File: src/rtl/useq_nextaddr.sv
module useq_nextaddr #(
  parameter int AW    = 12,
  parameter int DEPTH = 8
) (
  input  logic          clk,
  input  logic          rst,
  input  logic [1:0]    nsel,
  input  logic [AW-1:0] br_addr,
  input  logic [AW-1:0] alt_addr,
  input  logic          sp_push,
  input  logic          sp_pop,
  output logic [AW-1:0] next_addr
);
  localparam int SPW = $clog2(DEPTH);

  logic [AW-1:0]  pc_q, wd_q, inc, tos;
  logic [AW-1:0]  cy;
  logic [AW-1:0]  stk [DEPTH];
  logic [SPW-1:0] sp, sp_dn;
  logic           wr_en;

  assign cy[0] = 1'b1;
  for (genvar i = 0; i < AW; i++) begin : g_inc
    assign inc[i] = next_addr[i] ^ cy[i];
    if (i < AW-1) begin : g_cy
      assign cy[i+1] = next_addr[i] & cy[i];
    end
  end

  assign wr_en = ~(~nsel[1] | nsel[0]);
  assign sp_dn = sp - 1'b1;
  assign tos   = stk[sp_dn];

  always_comb begin
    case (nsel)
      2'b00:   next_addr = pc_q;
      2'b01:   next_addr = br_addr;
      2'b10:   next_addr = alt_addr;
      default: next_addr = tos;
    endcase
  end

  always_ff @(posedge clk) begin
    if (rst) begin
      pc_q <= '0;
      sp   <= '0;
    end else begin
      pc_q <= inc;
      case ({sp_push, sp_pop})
        2'b10:   sp <= sp + 1'b1;
        2'b01:   sp <= sp_dn;
        default: sp <= sp;
      endcase
    end
  end

  always_ff @(negedge clk) wd_q <= pc_q;

  always_ff @(posedge clk) begin
    if (wr_en) stk[sp] <= wd_q;
  end
endmodule


File: config.mk
export PLATFORM = sky130hd
export DESIGN_NAME = useq_nextaddr
export DESIGN_NICKNAME = d
export VERILOG_FILES = /design/src/rtl/useq_nextaddr.sv
export SDC_FILE = /design/constraint.sdc
export NUM_CORES = 1
export LEC_CHECK = 0
export ABC_AREA = 1
export BUFFER_PORTS_ARGS = -buffer_cell sky130_fd_sc_hd__buf_2
export CORE_ASPECT_RATIO = 1.25
export CORE_UTILIZATION = 45
export DETAILED_ROUTE_END_ITERATION = 7
export MAX_ROUTING_LAYER = met4
export PLACE_DENSITY = 0.74
export SYNTH_ARGS = -nofsm -noshare
export SYNTH_HDL_FRONTEND = slang
export SYNTH_SLANG_ARGS = --single-unit
File: constraint.sdc
create_clock -name clk -period 4 [get_ports clk]
set_clock_uncertainty 0.15 [all_clocks]
set_input_delay 0.2 -clock clk [delete_from_list [all_inputs] [get_ports clk]]
set_output_delay 0.2 -clock clk [all_outputs]
set_load 0.02 [all_outputs]
# [After elaboration in Yosys (flattened, before gate mapping)]
# Memories as Yosys holds them, arrays and structs flattened.
# Index checks and enable logic that the tools add are counted.
[classes] addsub=2 n_eq_ne=4 mux=3 n_bitwise=24 reduce_logical=2
[op_table] op="one-hot mux 12 bit (3 select lines)" n=1
[op_table] op="XOR 1 bit" n=11
[op_table] op="bitwise AND 1 bit" n=10
[op_table] op="one-hot mux 3 bit (2 select lines)" n=1
[op_table] op="== test 2 x 1 -> 1 bit (second input constant)" n=2
[op_table] op="== test 2 bit (second input constant)" n=2
[op_table] op="adder 3 x 1 -> 3 bit (second input constant)" n=1
[op_table] op="subtractor 3 x 1 -> 3 bit (second input constant)" n=1
[op_table] op="logical NOT 2 bit" n=1
[op_table] op="inverter 1 bit" n=2
[op_table] op="nonzero test 2 bit" n=1
[op_table] op="2-to-1 mux 1 bit" n=1
[op_table] op="OR 1 bit" n=1
[totals] reg_bits=27 ram_bits=96 in_bits=30 output_inout_bits=12 wordCells=39 n_memories=1
[memory_table] memory="stk" depth=8 width=12 read_ports=1 rd_clocked_by_memory_dff=0 wr=1 line_no="18" text="logic [AW-1:0] stk [DEPTH];"

# [Longest topological paths before layout]
# An unclocked memory read counts as a cell.
[depth] depth_word=14 ltp_mapped=27 ltp_nobuf=22

==> impl_results.md <==
- Status: finished, final reports clean
- Post-Place Setup Slack: 0.0324 ns
- Final Power: 3.64 mW
- Netlist cell types: 26
- GRT Overall Usage: 22.0%
- Post-Route WL: 12,000 um
- Row cnt: 43
- RD Place Congestion: 1.01
- CTS tree: done
- Layout cell share with drive strength beyond 1: 18.7%
- Initial Util: 46.4%
- Critical path's largest stage delay: 0.39 ns
- Max layer used: met4
- Hold Path Class: in2reg
- CP Capture Type: flop
- Cell count after synthesis: 484
- Syn-to-layout area delta: 20.7%
- Main combinational cell family by area after synthesis: simple AND/OR/NAND/NOR gates
- Metal2 WL: 6060 um
- DIE WIDTH: 97.9 um
- Synthesized Nets: 527
- Final Cycle Share: 96.8%
- Port buffer count: 41
- Compound-Gate Fraction of Synth Area: 5.42%
- Worst Max-Slew Pin Slew: 0.715 ns
- DRT met1 WL: 4570 um
- Final hold vios: 0
- Drt pass-1 iters: 5
- CP required: 4.15 ns
- Clk Latency, worst-skew pair: 0.45 ns
- Core region area: 11,100 um^2
- CTS Buf Count: 17
- Dpl hpwl: 7960 um
- RSZ-0062 raised after global routing: false
- Post-Synth Adder-Cell Area: 3.15%
- Register area share after synthesis: 66.2%
- Mux contribution to synthesized area: 0%
- Register area: 3420 um^2
- DRC: 0
- Nets: 596
- Fin. max-slew vios: 0
- Mapped Area: 5170 um^2
- Worst setup margin: 0.129 ns
- Fmax: 0.258 GHz
- Number of synthesized register bits: 123
- Vias: 3,793
- Drt wl/cell: 17.1 um
- CTS clock-pin slew for the worst setup and hold paths: 0.06 ns
- Simple logic cell fraction of the synthesized area: 18.0%
- Initial antenna violation count: 0
- Clock sinks: 123
- Max clock buf depth: 2
- Setup crit start kind: flop
- H-tree depth: 4
- Clock root buffer master: clkbuf_16
- Pin count of the biggest net entering global routing: 41
- Die ar.: 11,900 um^2
- Crit path kind: reg2reg
- Iteration-0 DRC Markers: 407
- Number of global-route vias before repair: 3,760
- CP most frequent cell: ha_1
- Worst rel slew slack: 52.1%
- First-pass GRT wire length: 18,800 um
- Top Ports: 42
- Metal3 WL: 912 um
- Antenna viol nets, final: 0
- Crit path DAT: 4.02 ns
- Final Setup Violations: 0
- Fillers: 852
- Syn_area_per_cell: 10.7 um^2
- Max-Cap Viols: 0
- Highest-delay cell along the critical path: dfxtp_1
- # diodes: 0
- Global route overflow: 0
- Non-Filler Instances: 701
- Footprint of the multi-input gates: 1420 um^2
- Die H: 122 um
- Dpl cells: 655
- Worst Path Max Fanout: 7
- Setup tns final: 0 ns
- CP Cell Sequence: inv_1 -> ha_4 -> buf_4 -> nand3_1 -> nand3_1 -> nand3_1 -> nand2_1 -> inv_2 -> ha_1 -> ha_1 -> ha_1 -> ha_1 -> ha_1 -> ha_1 -> ha_1 -> ha_1 -> ha_1 -> ha_1 -> inv_1 -> nand3_1 -> nand2_1 -> nor2_1
- Post-layout min period: 3.87 ns
- DR vias/cell: 5.41
- LEAKAGE: 2.64 nW
- Min Hold Slack: 0.0545 ns
- Yosys warns: 0
- Peak supply drop: 0.338 mV
- Power per cell area: 584 nW/um^2
- Synth Area in XOR/XNOR: 0.653%
==> routing by layer <==
metal,GRT usage (%),up-vias
met3,4.99,44
met1,24.4,1772
met4,12.9,0
li1,-,1771
met2,36.4,206
met5,-,-
==> through the flow <==
step	instance area [um^2]	util (%)
after CTS	6230	55.9
after global placement	5530	49.6
after floorplan	5170	-
after global routing	6240	56.0
final	6240	56.0
after detailed placement	5530	49.6
==> logic make-up after synthesis <==
group,after synthesis
fa+ha+maj,13
compound gates,50
xor+xnor,3
buf+inv,71
flops,123
simple gates,224
==> worst paths after layout <==
| kind | slack (ns) | cells after the start | startpoint | end |
|---|---|---|---|---|
| max | 0.13 | 22 | sp[1]$_SDFFE_PP0P_ | pc_q[11]$_SDFF_PP0_ |
| min | 0.05 | 6 | br_addr[0] | pc_q[0]$_SDFF_PP0_ |
| max reg2reg | 0.13 | 22 | sp[1]$_SDFFE_PP0P_ | pc_q[11]$_SDFF_PP0_ |
| min reg2reg | 0.52 | 5 | pc_q[0]$_SDFF_PP0_ | pc_q[0]$_SDFF_PP0_ |
==> cell usage after synthesis <==
cell type | count | area [um^2]
a211oi_1 | 3 | 22.5
a211oi_2 | 1 | 12.5
a21oi_1 | 18 | 90.1
a221oi_2 | 1 | 15.0
buf_2 | 11 | 55.1
buf_4 | 5 | 37.5
buf_6 | 3 | 33.8
buf_8 | 1 | 15.0
clkbuf_1 | 3 | 11.3
dfxtp_1 | 27 | 541
edfxtp_1 | 96 | 2880
ha_1 | 13 | 163
inv_1 | 42 | 158
inv_2 | 5 | 18.8
inv_6 | 1 | 8.76
nand2_1 | 125 | 469
nand2_2 | 1 | 6.26
nand3_1 | 64 | 320
nand3_2 | 1 | 10.0
nand4_1 | 1 | 6.26
nor2_1 | 32 | 120
o211ai_1 | 2 | 15.0
o21ai_0 | 20 | 100
o21ai_1 | 5 | 25.0
xnor2_2 | 1 | 16.3
xor2_1 | 2 | 17.5
==> state kept, by name, summed over array words and instances, names as in the netlist <==
signal and count:
sp 3, stk 96, wd_q 12, pc_q 12
==> where the power goes <==
part	total, mW	switching [mW]	internal, mW
registers	1.51	0.0498	1.46
clock network	1.65	0.571	1.08
logic	0.490	0.319	0.171
total	3.64	0.940	2.70
==> what timing repair did <==
item	4_1_cts	5_1_grt
hold endpoints to repair	4	0
setup endpoints to repair	2	2
gates cloned	0	0
hold buffers	1	0
buffers inserted	2	0
gates resized for setup	1	2
==> worst max-delay path, delay by kind of cell, from the launching register on <==
kind          cells  cell delay, ns
flops             1            0.39
fa+ha+maj        11            2.24
simple gates      7            0.60
buf+inv           4            0.38
==> placed cells by master (no fill, tap or decap), types with 3 or more instances in the layout <==
master / instances
ha_1: 12
buf_2: 41
clkinvlp_4: 3
inv_1: 52
o21ai_1: 5
a211oi_1: 3
nor2_1: 32
nand2_1: 125
inv_2: 5
clkbuf_16: 17
nand3_1: 64
dfxtp_1: 26
bufinv_16: 4
edfxtp_1: 96
clkinv_4: 3
buf_4: 20
o21ai_0: 20
a21oi_1: 18
==> area by class of cell <==
type / instances / area share (%)
clock buffer: 19 / 7.10
clock inverter: 25 / 3.73
inverter: 47 / 2.95
multi-input combinational: 290 / 22.8
sequential: 123 / 54.9
tap: 135 / 2.71
timing repair buffer: 62 / 5.86
Power figures use the tool's default switching activity.
